==> config.mk <==
export PLATFORM = sky130hd
export DESIGN_NAME = tws_addr_front
export DESIGN_NICKNAME = d
export VERILOG_FILES = /design/src/rtl/tws_pkg.sv /design/src/rtl/tws_line_sync.sv /design/src/rtl/tws_byte_shift.sv /design/src/rtl/tws_addr_fsm.sv /design/src/rtl/tws_addr_front.sv
export SDC_FILE = /design/constraint.sdc
export NUM_CORES = 1
export LEC_CHECK = 0
export BUFFER_PORTS_ARGS = -buffer_cell sky130_fd_sc_hd__buf_2
export CORE_ASPECT_RATIO = 0.9
export CORE_UTILIZATION = 51
export CTS_CLUSTER_SIZE = 14
export DETAILED_ROUTE_END_ITERATION = 10
export GPL_TIMING_DRIVEN = 1
export HOLD_SLACK_MARGIN = 0.12
export PLACE_DENSITY = 0.72
export SLEW_MARGIN = 20
export SYNTH_ARGS = -nofsm -noshare
export SYNTH_HDL_FRONTEND = slang
export SYNTH_SLANG_ARGS = --single-unit
==> constraint.sdc <==
create_clock -name clk -period 1.55 [get_ports clk]
set_input_delay 0 -clock clk [delete_from_list [all_inputs] [get_ports clk]]
set_output_delay 0 -clock clk [all_outputs]
set_load 0.005 [all_outputs]
==> src/rtl/tws_pkg.sv <==
package tws_pkg;
    typedef enum logic [1:0] {
        ST_IDLE = 2'd0,
        ST_ADDR = 2'd1,
        ST_ACK  = 2'd2,
        ST_NACK = 2'd3
    } tws_state_e;
endpackage

==> src/rtl/tws_line_sync.sv <==
// Synchronises SCL/SDA and derives edge and bus-condition pulses.
module tws_line_sync #(
    parameter int STAGES = 2
) (
    input  logic clk,
    input  logic rst_n,
    input  logic scl_i,
    input  logic sda_i,
    output logic scl_s,
    output logic sda_s,
    output logic scl_rise,
    output logic scl_fall,
    output logic start_det,
    output logic stop_det
);
    typedef struct packed {
        logic [STAGES-1:0] scl;
        logic [STAGES-1:0] sda;
        logic              scl_p;
        logic              sda_p;
    } sync_t;

    sync_t r_d, r_q;

    always_comb begin
        r_d        = r_q;
        r_d.scl[0] = scl_i;
        r_d.sda[0] = sda_i;
        for (int i = 1; i < STAGES; i++) begin
            r_d.scl[i] = r_q.scl[i-1];
            r_d.sda[i] = r_q.sda[i-1];
        end
        r_d.scl_p = r_q.scl[STAGES-1];
        r_d.sda_p = r_q.sda[STAGES-1];
    end

    always_ff @(posedge clk or negedge rst_n) begin
        if (!rst_n) r_q <= '1;
        else        r_q <= r_d;
    end

    assign scl_s     = r_q.scl[STAGES-1];
    assign sda_s     = r_q.sda[STAGES-1];
    assign scl_rise  = scl_s & ~r_q.scl_p;
    assign scl_fall  = ~scl_s & r_q.scl_p;
    assign start_det = scl_s & r_q.scl_p & r_q.sda_p & ~sda_s;
    assign stop_det  = scl_s & r_q.scl_p & ~r_q.sda_p & sda_s;
endmodule

==> src/rtl/tws_byte_shift.sv <==
// Collects the first byte MSB first on SCL rising edges.
module tws_byte_shift #(
    parameter int BW = 8,
    localparam int CW = $clog2(BW + 1)
) (
    input  logic          clk,
    input  logic          rst_n,
    input  logic          clr,
    input  logic          en,
    input  logic          scl_rise,
    input  logic          sda_s,
    output logic [BW-1:0] byte_q,
    output logic [CW-1:0] cnt_q
);
    typedef struct packed {
        logic [BW-1:0] sh;
        logic [CW-1:0] cnt;
    } shf_t;

    shf_t r_d, r_q;

    always_comb begin
        r_d = r_q;
        if (clr) begin
            r_d = '0;
        end else if (en && scl_rise && (r_q.cnt != CW'(BW))) begin
            r_d.sh  = {r_q.sh[BW-2:0], sda_s};
            r_d.cnt = r_q.cnt + 1'b1;
        end
    end

    always_ff @(posedge clk or negedge rst_n) begin
        if (!rst_n) r_q <= '0;
        else        r_q <= r_d;
    end

    assign byte_q = r_q.sh;
    assign cnt_q  = r_q.cnt;
endmodule

==> src/rtl/tws_addr_fsm.sv <==
// Decides on the first byte: acknowledge, master code or ignore.
module tws_addr_fsm
    import tws_pkg::*;
#(
    parameter int              ADDR_W   = 7,
    parameter logic [ADDR_W-1:0] SLV_ADDR = 7'b0110110,
    parameter int              PFX_W    = 5,
    parameter logic [PFX_W-1:0] HS_PFX  = 5'b00001,
    localparam int BW = ADDR_W + 1,
    localparam int CW = $clog2(BW + 1)
) (
    input  logic          clk,
    input  logic          rst_n,
    input  logic          start_det,
    input  logic          stop_det,
    input  logic          scl_fall,
    input  logic [BW-1:0] byte_i,
    input  logic [CW-1:0] cnt_i,
    output logic          shift_en,
    output logic          sda_oe,
    output logic          addr_hit,
    output logic          rd_nwr,
    output logic          hs_mode,
    output logic          bus_busy
);
    typedef struct packed {
        tws_state_e st;
        logic       oe;
        logic       hit;
        logic       rnw;
        logic       hs;
        logic       busy;
    } fsm_t;

    fsm_t r_d, r_q;
    logic byte_done, is_me, is_code;

    assign byte_done = scl_fall && (cnt_i == CW'(BW));
    assign is_me     = (byte_i[BW-1:1] == SLV_ADDR);
    assign is_code   = (byte_i[BW-1 -: PFX_W] == HS_PFX);

    always_comb begin
        r_d     = r_q;
        r_d.hit = 1'b0;
        if (stop_det) begin
            r_d.st   = ST_IDLE;
            r_d.oe   = 1'b0;
            r_d.hs   = 1'b0;
            r_d.busy = 1'b0;
        end else if (start_det) begin
            r_d.st   = ST_ADDR;
            r_d.oe   = 1'b0;
            r_d.busy = 1'b1;
        end else begin
            unique case (r_q.st)
                ST_ADDR: begin
                    if (byte_done) begin
                        if (is_me) begin
                            r_d.st  = ST_ACK;
                            r_d.oe  = 1'b1;
                            r_d.hit = 1'b1;
                            r_d.rnw = byte_i[0];
                        end else if (is_code) begin
                            r_d.st = ST_NACK;
                        end else begin
                            r_d.st = ST_IDLE;
                        end
                    end
                end
                ST_ACK: begin
                    if (scl_fall) begin
                        r_d.oe = 1'b0;
                        r_d.st = ST_IDLE;
                    end
                end
                ST_NACK: begin
                    if (scl_fall) begin
                        r_d.hs = 1'b1;
                        r_d.st = ST_IDLE;
                    end
                end
                default: ;
            endcase
        end
    end

    always_ff @(posedge clk or negedge rst_n) begin
        if (!rst_n) begin
            r_q    <= '0;
            r_q.st <= ST_IDLE;
        end else begin
            r_q <= r_d;
        end
    end

    assign shift_en = (r_q.st == ST_ADDR);
    assign sda_oe   = r_q.oe;
    assign addr_hit = r_q.hit;
    assign rd_nwr   = r_q.rnw;
    assign hs_mode  = r_q.hs;
    assign bus_busy = r_q.busy;
endmodule

==> src/rtl/tws_addr_front.sv <==
module tws_addr_front #(
    parameter int                SYNC_STAGES = 2,
    parameter int                ADDR_W      = 7,
    parameter logic [ADDR_W-1:0] SLV_ADDR    = 7'b0110110,
    parameter int                PFX_W       = 5,
    parameter logic [PFX_W-1:0]  HS_PFX      = 5'b00001
) (
    input  logic clk,
    input  logic rst_n,
    input  logic scl_i,
    input  logic sda_i,
    output logic sda_oe,
    output logic addr_hit,
    output logic rd_nwr,
    output logic hs_mode,
    output logic bus_busy
);
    localparam int BW = ADDR_W + 1;
    localparam int CW = $clog2(BW + 1);

    logic          scl_s, sda_s, scl_rise, scl_fall, start_det, stop_det;
    logic          shift_en;
    logic [BW-1:0] byte_w;
    logic [CW-1:0] cnt_w;

    tws_line_sync #(.STAGES(SYNC_STAGES)) u_sync (
        .clk      (clk),
        .rst_n    (rst_n),
        .scl_i    (scl_i),
        .sda_i    (sda_i),
        .scl_s    (scl_s),
        .sda_s    (sda_s),
        .scl_rise (scl_rise),
        .scl_fall (scl_fall),
        .start_det(start_det),
        .stop_det (stop_det)
    );

    tws_byte_shift #(.BW(BW)) u_shift (
        .clk     (clk),
        .rst_n   (rst_n),
        .clr     (start_det | stop_det),
        .en      (shift_en),
        .scl_rise(scl_rise),
        .sda_s   (sda_s),
        .byte_q  (byte_w),
        .cnt_q   (cnt_w)
    );

    tws_addr_fsm #(
        .ADDR_W  (ADDR_W),
        .SLV_ADDR(SLV_ADDR),
        .PFX_W   (PFX_W),
        .HS_PFX  (HS_PFX)
    ) u_fsm (
        .clk      (clk),
        .rst_n    (rst_n),
        .start_det(start_det),
        .stop_det (stop_det),
        .scl_fall (scl_fall),
        .byte_i   (byte_w),
        .cnt_i    (cnt_w),
        .shift_en (shift_en),
        .sda_oe   (sda_oe),
        .addr_hit (addr_hit),
        .rd_nwr   (rd_nwr),
        .hs_mode  (hs_mode),
        .bus_busy (bus_busy)
    );
endmodule

==> results of run 1 <==
how the worst max path moves through the flow:
stage / depth (start not counted) / endpoint / start
2_1_floorplan: 6 / u_fsm.rd_nwr / u_shift.cnt_q[0]
3_3_place_gp: 4 / u_fsm.r_q[5] / u_sync.r_q[0]
3_5_place_dp: 6 / u_fsm.rd_nwr / u_shift.cnt_q[0]
4_1_cts: 6 / u_fsm.rd_nwr / u_shift.cnt_q[0]
5_1_grt: 6 / u_fsm.rd_nwr / u_shift.cnt_q[1]
6_report: 6 / u_fsm.rd_nwr / u_shift.cnt_q[1]
repair_timing:
item	in CTS	in global routing
hold buffers	3	0
resized for setup	4	12
buffers inserted	3	1
endpoints found under the hold margin	27	0
pin swaps	3	8
setup endpoints to repair	13	14
routing by layer:
layer / global-route usage (%) / up-vias / wire length, µm
met1: 26.46 / 382 / 1002
met5: 0 / - / 0
met4: 7.568 / 0 / 21
li1: - / 385 / -
met3: 4.207 / 2 / 78
met2: 34.03 / 19 / 1060
worst register-to-register path, cell delays in order (launching register included):
cell	delay, ns
dfrtp_1	0.41
inv_1	0.09
ha_2	0.18
and4bb_2	0.28
nand3_4	0.10
nor3b_4	0.22
mux2_4	0.31
cell type report:
class / instances / area (µm²) / share of cell area (%)
sequential: 25 / 634.4 / 44.05
multi-input combinational: 59 / 523.0 / 36.32
timing repair buffer: 28 / 205.2 / 14.25
tap: 25 / 31.28 / 2.172
clock buffer: 3 / 22.52 / 1.564
inverter: 5 / 18.77 / 1.303
clock inverter: 1 / 5.005 / 0.3475
cell families after synthesis:
kind of cell	count (synthesis)	share of synthesized area, %
buffers and inverters	7	3.301
AO/OA/AOI/OAI	17	11.22
multiplexers	4	3.740
flip-flops	25	55.67
AND/OR/NAND/NOR	29	17.49
adder cells (fa/ha/maj)	5	5.501
XOR/XNOR	4	3.081
layout by cell type, fill, tap and decap left out, drive strengths merged, types with 3 or more instances in the layout:
master	n
buf	25
dfrtp	19
a22o	9
nor2	9
dfstp	6
inv	5
ha	5
nand2	3
a21oi	3
clkbuf	3
dlygate4sd3	3
xnor2	3
flip-flops by register name, indices dropped and copies added, names as in the netlist:
| signal | count |
|---|---|
| u_shift.cnt_q | 4 |
| u_fsm.bus_busy | 1 |
| u_sync.r_d | 2 |
| u_sync.r_q | 2 |
| u_sync.scl_s | 1 |
| u_fsm.hs_mode | 1 |
| u_fsm.rd_nwr | 1 |
| u_shift.byte_q | 8 |
| u_fsm.addr_hit | 1 |
| u_fsm.r_q | 2 |
| u_sync.sda_s | 1 |
| u_fsm.sda_oe | 1 |
cell usage after synthesis:
master and number:
nand4b_1 1, nand4_1 1, nand3_4 1, o2111ai_1 1, inv_1 5, a21oi_1 3
nor3_1 2, buf_6 1, o21ai_0 2, xnor2_1 3, xor2_1 1, and3_1 1
dfstp_2 6, nor2_2 1, nand3b_1 2, dfrtp_1 19, ha_1 5, a21o_1 1
and2_1 1, nor3b_1 1, mux2_1 2, nor2_1 8, nor3b_4 1, and4b_1 1
nand2b_1 1, and4bb_2 2, mux2i_1 2, a22o_1 9, and3b_1 1, nand3_1 1
nand2_1 3, buf_4 1, a211oi_1 1
through the flow:
step,cells,setup WS [ns]
after floorplan,91,-0.04647
after global placement,135,-0.03978
after detailed placement,135,-0.1030
after CTS,145,-0.08568
after global routing,146,-0.1535
final,146,-0.1015
where the power goes:
group | internal, mW | switching (mW) | leakage, nW
registers | 0.683 | 0.0177 | 0.325
clock network | 0.0964 | 0.193 | 0.0177
logic | 0.0791 | 0.0722 | 0.334
==> flow_summary.json, run 1 <==
{
  "synth.top_cells.by_area": "dfrtp_1, dfstp_2, a22o_1",
  "period_share_pct": 106.5,
  "maxSlewHeadroom_pct": 63.01,
  "dr.pass1.iters": 5,
  "status": "finished with violations",
  "critPathBufInv": 1,
  "power_mw": 1.141,
  "worstPathMaxFanout": 2,
  "tns_ns": -0.1835,
  "n_antenna_cell": 0,
  "final_area_um2": 1440,
  "antenna_found_initial": 0,
  "worst_slew_pin_slew_ns": 0.5548,
  "grt_first_pass_wirelength_um": 3401,
  "via_per_inst": 5.397,
  "dp_hpwl_um": 1495,
  "r2r_cells": 6,
  "rsz0062_at_grt": "yes",
  "crit_slowest_cell": "dfrtp_1",
  "cts_buffers": 3,
  "violations": "negative setup slack",
  "io_pins": 9,
  "synth_cells": 91,
  "required_ns": 1.78,
  "start_util_pct": 56.64,
  "gp_congestion": 0.7355,
  "ys_ff_latch": 25,
  "timing.fmax_mhz": 605.5,
  "critPathCaptureType": "flop",
  "synth_top_cell_by_area": "dfrtp_1",
  "synth_warnings": 0,
  "worstSkewPairLatency_ns": 0.32,
  "synth_nets": 100,
  "area_growth_pct": 26.62,
  "synth_top_area_share_pct": 41.80,
  "ant_nets": 0,
  "utilization_pct": 71.71,
  "grt_overflow": 0,
  "die_h_um": 46.80,
  "routed_wl_um": 2162,
  "cts_root_buf": "clkbuf_4",
  "rows": 15,
  "cts_tree": "done",
  "crit_family": "simple AND/OR/NAND/NOR gates",
  "synth_area_um2": 1137,
  "critPathMaxStageDelay_ns": 0.41,
  "drv_cap": 0,
  "io_buffer_count": 8,
  "detail_route.wl_per_cell_um": 14.81,
  "drt_iter0_markers": 13,
  "rr_endpoint": "u_fsm.rd_nwr",
  "die_x_um": 51.78,
  "power.density_nw_per_um2": 792.3,
  "fin_ws_ns": -0.1015,
  "cts.path.max_buffers": 2,
  "fill_cells": 139,
  "cts.sinks": 25,
  "p_leak_nw": 0.6765,
  "critPathLaunchType": "flop",
  "path_class": "reg -> reg",
  "hold_viol_final": 0,
  "period_minus_slack_ns": 1.651,
  "arrival_ns": 1.88,
  "grt_use_total_pct": 20.26,
  "grt_pass1_vias": 762,
  "synth-seq-area-share_pct": 55.67,
  "drive_gt1_share_pct": 42.98,
  "nNetsFinal": 131,
  "slew_violations": 0,
  "ir_drop_uv": 725.8,
  "core_area_um2": 2008,
  "whs_ns": 0.1771,
  "die_area_um2": 2423,
  "htreeDepth": 1,
  "drc": 0,
  "synth_area_per_cell_um2": 12.50,
  "cp_cell_sequence": "inv_1 -> ha_2 -> and4bb_2 -> nand3_4 -> nor3b_4 -> mux2_4",
  "setup_viol": 2,
  "hold_path_class": "in -> async",
  "placed_cell_area_um2": 1291,
  "worst_clock_skew_ns": 0.01563,
  "ys_types": 33,
  "clkTransAtPathRegs_ns": 0.14,
  "reg2reg_from": "u_shift.cnt_q[1]",
  "r2r_slack_ns": -0.10,
  "dr_total_vias": 788,
  "grt_max_degree": 26
}
(Power assumes the default switching activity.)
==> run 2: changes to the inputs <==
CORE_UTILIZATION = 52   (was 51)
PLACE_DENSITY = 0.73   (was 0.72)
SYNTH_HIERARCHICAL = 1   (was not set)
==> run 2 against run 1 <==
- the flow still finishes with violations (negative setup slack)
- non-clock buffer count grew 13
- combinational power rose by 68%
- utilization up 6.4 points
- fmax decreased by 23%
- clock power increased by 9.7%
- worst setup slack worse by 0.49 ns
- die area up 3.7%
- clock-buffer cell count unchanged
- sequential power rose by 1%
- critical path depth down 2
==> flow_summary.json, run 2 <==
{
  "synth-compound-area-share_pct": 6.750,
  "synth_nets": 113,
  "net-switching-power_uw": 354.2,
  "worstSkewPairLatency_ns": 0.33,
  "cts_buffers": 3,
  "placed_cell_area_um2": 1456,
  "fill_cells": 138,
  "antenna_found_initial": 0,
  "place_ws_ns": -0.5480,
  "io_buffer_count": 8,
  "synth_top_area_share_pct": 39.46,
  "synth_area_um2": 1205,
  "synth_top_family_by_area": "simple AND/OR/NAND/NOR gates",
  "htreeDepth": 1,
  "ys_types": 33,
  "largest_reg_flops": 8,
  "synth_simple_gate_area_share_pct": 19.83,
  "cts.path.max_buffers": 2,
  "gp_congestion": 0.8107,
  "utilization_pct": 78.15,
  "period_minus_slack_ns": 2.144,
  "required_ns": 1.80,
  "start_util_pct": 55.22,
  "hold_path_class": "in -> async",
  "whs_ns": 0.1605,
  "die_area_um2": 2514,
  "m1WireLength_um": 1177,
  "wl_met2_um": 1585,
  "swShare_pct": 27.70,
  "drive_gt1_share_pct": 50.68,
  "synthAdderAreaFrac_pct": 5.192,
  "synth_top_cell_by_area": "dfrtp_1",
  "ys.flop_type": "dfrtp_1",
  "detail_route.wl_per_cell_um": 17.66,
  "synth_area_per_cell_um2": 11.59,
  "p_comb_share_pct": 19.8,
  "power_mw": 1.279,
  "crit_slowest_cell": "or4b_1",
  "path_class": "reg -> reg",
  "die_h_um": 47.67,
  "fin_ws_ns": -0.5939,
  "timing.fmax_mhz": 466.4,
  "worstPathMaxFanout": 2,
  "final_cells": 175,
  "cts_root_buf": "clkbuf_4",
  "final_cell_mix": "buf_4, dfrtp_1, mux2i_1",
  "period_share_pct": 138.3,
  "worst_clock_skew_ns": 0.007986,
  "critPathCaptureType": "flop",
  "n_antenna_cell": 0,
  "hold_viol_final": 0,
  "cp_cell_sequence": "or4b_1 -> or4_4 -> or4_1 -> a311oi_1",
  "drv_cap": 0,
  "ys_top_cells_by_count": "dfrtp_1, mux2i_1, nand2b_1",
  "violations": "negative setup slack",
  "clkTransAtPathRegs_ns": 0.15,
  "synth.most_common_cell": "dfrtp_1",
  "via_per_inst": 5.886,
  "placedCellCount": 160,
  "intPower_uw": 924.8,
  "synth_edf_count": 0,
  "synth_xor_area_share_pct": 0,
  "grt_overflow": 0,
  "synth_cells": 104,
  "grt_use_total_pct": 27.04,
  "synth.top_cells.by_area": "dfrtp_1, dfstp_2, mux2i_1",
  "drc": 0,
  "dr_total_vias": 1030,
  "worst_slew_pin_slew_ns": 0.5437,
  "grt_first_pass_wirelength_um": 4512,
  "synth-seq-area-share_pct": 52.54,
  "die_x_um": 52.74,
  "grt_pass1_vias": 1017,
  "setup_viol": 16,
  "final_area_um2": 1705,
  "top_layer": "met4",
  "critPathMaxStageDelay_ns": 0.52,
  "clockPowerShare_pct": 24.8,
  "cts.sinks": 25,
  "rsz0062_at_grt": "yes",
  "ant_nets": 0,
  "rows": 16,
  "grt_max_degree": 26,
  "drt_iter0_markers": 27,
  "muxShareOfSynthArea_pct": 12.25,
  "cts_tree": "done",
  "dr.pass1.iters": 4,
  "critPathLaunchType": "flop",
  "ir_drop_uv": 911.9,
  "p_leak_nw": 0.8049,
  "routed_wl_um": 3091,
  "status": "finished with violations",
  "nNetsFinal": 158,
  "io_pins": 9,
  "power.density_nw_per_um2": 750.0,
  "ys_ff_latch": 25,
  "tns_ns": -3.502,
  "synth_warnings": 6,
  "area_growth_pct": 41.54,
  "maxSlewHeadroom_pct": 63.75,
  "async_reset_ff_share_pct": 100.0,
  "seqPwrFrac_pct": 55.4,
  "slew_violations": 0,
  "layout_commonest_cell": "buf_4",
  "core_area_um2": 2182,
  "dp_hpwl_um": 1751,
  "arrival_ns": 2.39,
  "wl_met3_um": 167
}
-- run 2: cell types whose count changed after synthesis, moves of 3 or more --
cell | previous run | this run
nand2b_1 | 1 | 11
a22o_1 | 9 | 0
mux2i_1 | 2 | 11
nor2b_1 | 0 | 3
xnor2_1 | 3 | 0
-- run 2: path summary, 6_finish.rpt --
kind / start / end / slack [ns] / depth (start not counted)
worst max-delay path: u_shift/byte_q[7] / u_fsm/sda_oe / -0.59 / 4
worst min-delay path: rst_n / u_fsm/hs_mode / 0.16 / 2
worst max register to register: u_shift/byte_q[7] / u_fsm/sda_oe / -0.59 / 4
worst min register to register: u_sync/r_d[5] / u_sync/scl_s / 0.37 / 0
max in group asynchronous: rst_n / u_sync/r_d[3] / 1.02 / 2
min in group clk: sda_i / u_sync/r_d[3] / 0.30 / 2
-- run 2: layout make-up --
type                    instances  area, µm²  share of cell area, %
inverters                       7      26.28                  1.541
clock inverters                 1      8.758                 0.5136
repair buffers                 41      321.6                  18.86
well taps                      27      33.78                  1.981
flip-flops and latches         25      633.1                  37.12
clock buffers                   3      22.52                  1.321
multi-input cells              71      659.4                  38.66
-- run 2: logic make-up (layout without fill, tap and decap cells) --
kind of cell / after synthesis / in the layout
and+or+nand+nor: 39 / 40
DFF: 25 / 25
muxes: 14 / 14
AOI/OAI and AO/OA: 12 / 12
buffers and inverters: 9 / 52
adders and majority gates: 5 / 5
-- run 2: worst max-delay path, delay by kind of cell (launching register included) --
kind / cells / cell delay [ns]
flip-flops: 1 / 0.41
AND/OR/NAND/NOR: 3 / 1.43
AO/OA/AOI/OAI: 1 / 0.23
-- run 2: power groups by stage --
stage	combinational (mW)	clock [mW]	sequential, mW
floorplan	0.107	0	0.720
global placement	0.189	0	0.713
detailed placement	0.196	0	0.717
CTS	0.229	0.332	0.708
global route	0.271	0.357	0.712
finish	0.254	0.317	0.709
-- run 2: timing repair --
| item | CTS | global route |
|---|---|---|
| setup endpoints to repair | 16 | 17 |
| gates cloned | 1 | 0 |
| pin swaps | 4 | 5 |
| resized for setup | 19 | 9 |
| endpoints found under the hold margin | 27 | 0 |
| hold buffers | 3 | 0 |
| setup buffers | 3 | 5 |
-- run 2: layer usage --
metal	global-route usage, %	vias to the layer above
met4	20.53	0
met1	28.71	515
met5	0	-
met2	48.61	41
met3	5.397	17
li1	-	457
==> run 3: changes to the inputs <==
PLACE_DENSITY = 0.81   (was 0.73)
==> run 3 against run 2 <==
- the flow still finishes with violations (negative setup slack)
- hold slack got worse by 0.0017 ns
- wire length shrank 0.84%
- sequential power about the same
- global-route usage down 0.75 points
- utilization increased by 2.0 points
- first-iteration DRC count down 70%
- critical path depth is the same
- flip-flop and latch count is the same
- worst setup slack worse by 0.14 ns
==> flow_summary.json, run 3 (synthesis results as in run 2) <==
{
  "placedCellCount": 159,
  "detail_route.wl_per_cell_um": 17.51,
  "period_minus_slack_ns": 2.285,
  "swShare_pct": 28.09,
  "critPathCaptureType": "flop",
  "p_comb_share_pct": 20.5,
  "area_growth_pct": 45.17,
  "hold_path_class": "in -> async",
  "critPathLaunchType": "flop",
  "drc": 0,
  "seqPwrFrac_pct": 54.4,
  "arrival_ns": 2.53,
  "placed_cell_area_um2": 1449,
  "reg2reg_from": "u_shift/cnt_q[2]",
  "slew_violations": 0,
  "rr_endpoint": "u_fsm/sda_oe",
  "cts_root_buf": "clkbuf_4",
  "fin_ws_ns": -0.7348,
  "met3_usage_pct": 7.302,
  "final_cells": 175,
  "utilization_pct": 80.16,
  "via_per_inst": 5.743,
  "fill_cells": 114,
  "cts_tree": "done",
  "grt_pass1_vias": 969,
  "p_leak_nw": 0.8154,
  "grt_overflow": 0,
  "cts.sinks": 25,
  "rows": 16,
  "cts_buffers": 3,
  "gp_congestion": 0.8022,
  "n_antenna_cell": 0,
  "setup_viol": 15,
  "nNetsFinal": 158,
  "io_pins": 9,
  "htreeDepth": 1,
  "r2r_slack_ns": -0.73,
  "start_util_pct": 55.22,
  "antenna_found_initial": 0,
  "grt_use_total_pct": 26.29,
  "power.density_nw_per_um2": 743.6,
  "hold_viol_final": 0,
  "worstSkewPairLatency_ns": 0.34,
  "ir_drop_uv": 730.0,
  "violations": "negative setup slack",
  "worst_clock_skew_ns": 0.008327,
  "worst_slew_pin_slew_ns": 0.5476,
  "cts.path.max_buffers": 2,
  "intPower_uw": 935.3,
  "drv_cap": 0,
  "use_met2_pct": 47.09,
  "required_ns": 1.79,
  "routed_wl_um": 3065,
  "clockPowerShare_pct": 25.1,
  "status": "finished with violations",
  "net-switching-power_uw": 365.4,
  "dr.pass1.iters": 4,
  "drt_iter0_markers": 8,
  "timing.fmax_mhz": 437.7,
  "drive_gt1_share_pct": 54.05,
  "largest_reg_flops": 8,
  "clkTransAtPathRegs_ns": 0.15,
  "maxSlewHeadroom_pct": 63.49,
  "die_x_um": 52.74,
  "r2r_cells": 4,
  "grt_first_pass_wirelength_um": 4429,
  "io_buffer_count": 8,
  "path_class": "reg -> reg",
  "dp_hpwl_um": 1842,
  "dr_total_vias": 1005,
  "grt_most_used_layer": "met2",
  "final_area_um2": 1749,
  "rsz0062_at_grt": "yes",
  "die_h_um": 47.67,
  "worstPathMaxFanout": 2,
  "period_share_pct": 147.4,
  "final_cell_mix": "buf_4, dfrtp_1, mux2i_1",
  "core_area_um2": 2182,
  "use_met1_pct": 29.59,
  "grt_max_degree": 26,
  "ant_nets": 0,
  "die_area_um2": 2514,
  "layout_commonest_cell": "buf_4"
}
[run 3: repair_timing]
| action | in CTS | in global routing |
|---|---|---|
| hold endpoints to repair | 27 | 0 |
| gates resized for setup | 21 | 14 |
| hold buffers | 3 | 0 |
| endpoints found under the setup margin | 16 | 17 |
| buffers inserted | 3 | 5 |
| cloned | 1 | 0 |
| pin swaps | 2 | 8 |
[run 3: final cells by class]
cell class | instances | area, µm² | area share [%]
well taps | 27 | 33.78 | 1.931
flip-flops and latches | 25 | 633.1 | 36.19
multi-input cells | 71 | 695.7 | 39.77
clock inverters | 1 | 8.758 | 0.5007
repair buffers | 41 | 329.1 | 18.81
inverters | 7 | 26.28 | 1.502
clock buffers | 3 | 22.52 | 1.288
[run 3: layer usage]
metal	part of all wire, %	vias up	routed length, µm
met5	0	-	0
met4	3.9	0	119
met3	5.3	12	162
met2	52	43	1583
met1	39	489	1200
li1	-	461	-
[run 3: critical path, stage by stage (launching register included)]
cell,delay [ns]
dfrtp_1,0.40
or4b_1,0.52
or4_4,0.44
or4_4,0.51
a311oi_2,0.31
[run 3: how the worst max path moves through the flow]
| stage | start | to | slack (ns) | cells past startpoint |
|---|---|---|---|---|
| floorplan | u_shift/cnt_q[0] | u_fsm/sda_oe | -0.54 | 4 |
| global placement | u_shift/byte_q[7] | u_fsm/sda_oe | -0.53 | 4 |
| detailed placement | u_shift/byte_q[7] | u_fsm/sda_oe | -0.64 | 4 |
| CTS | u_shift/byte_q[7] | u_fsm/sda_oe | -0.64 | 4 |
| global route | u_shift/cnt_q[2] | u_fsm/sda_oe | -0.76 | 4 |
| finish | u_shift/cnt_q[2] | u_fsm/sda_oe | -0.73 | 4 |
[run 3: power groups by stage]
stage | registers [mW] | clock network, mW | logic (mW)
3_3_place_gp | 0.713 | 0 | 0.189
2_1_floorplan | 0.720 | 0 | 0.107
6_report | 0.707 | 0.327 | 0.267
4_1_cts | 0.706 | 0.323 | 0.237
5_1_grt | 0.711 | 0.353 | 0.289
3_5_place_dp | 0.716 | 0 | 0.199
[run 3: through the flow]
step                      total power, mW  setup slack [ns]  setup TNS, ns  hold slack (ns)
after floorplan                    0.8262           -0.5434         -1.419          -0.2956
after global placement             0.9021           -0.5312         -2.465         0.004686
after detailed placement           0.9151           -0.6393         -3.121         0.008980
after CTS                           1.265           -0.6412         -2.280           0.1761
after global routing                1.354           -0.7594         -3.686           0.2120
final                               1.301           -0.7348         -3.100           0.1587
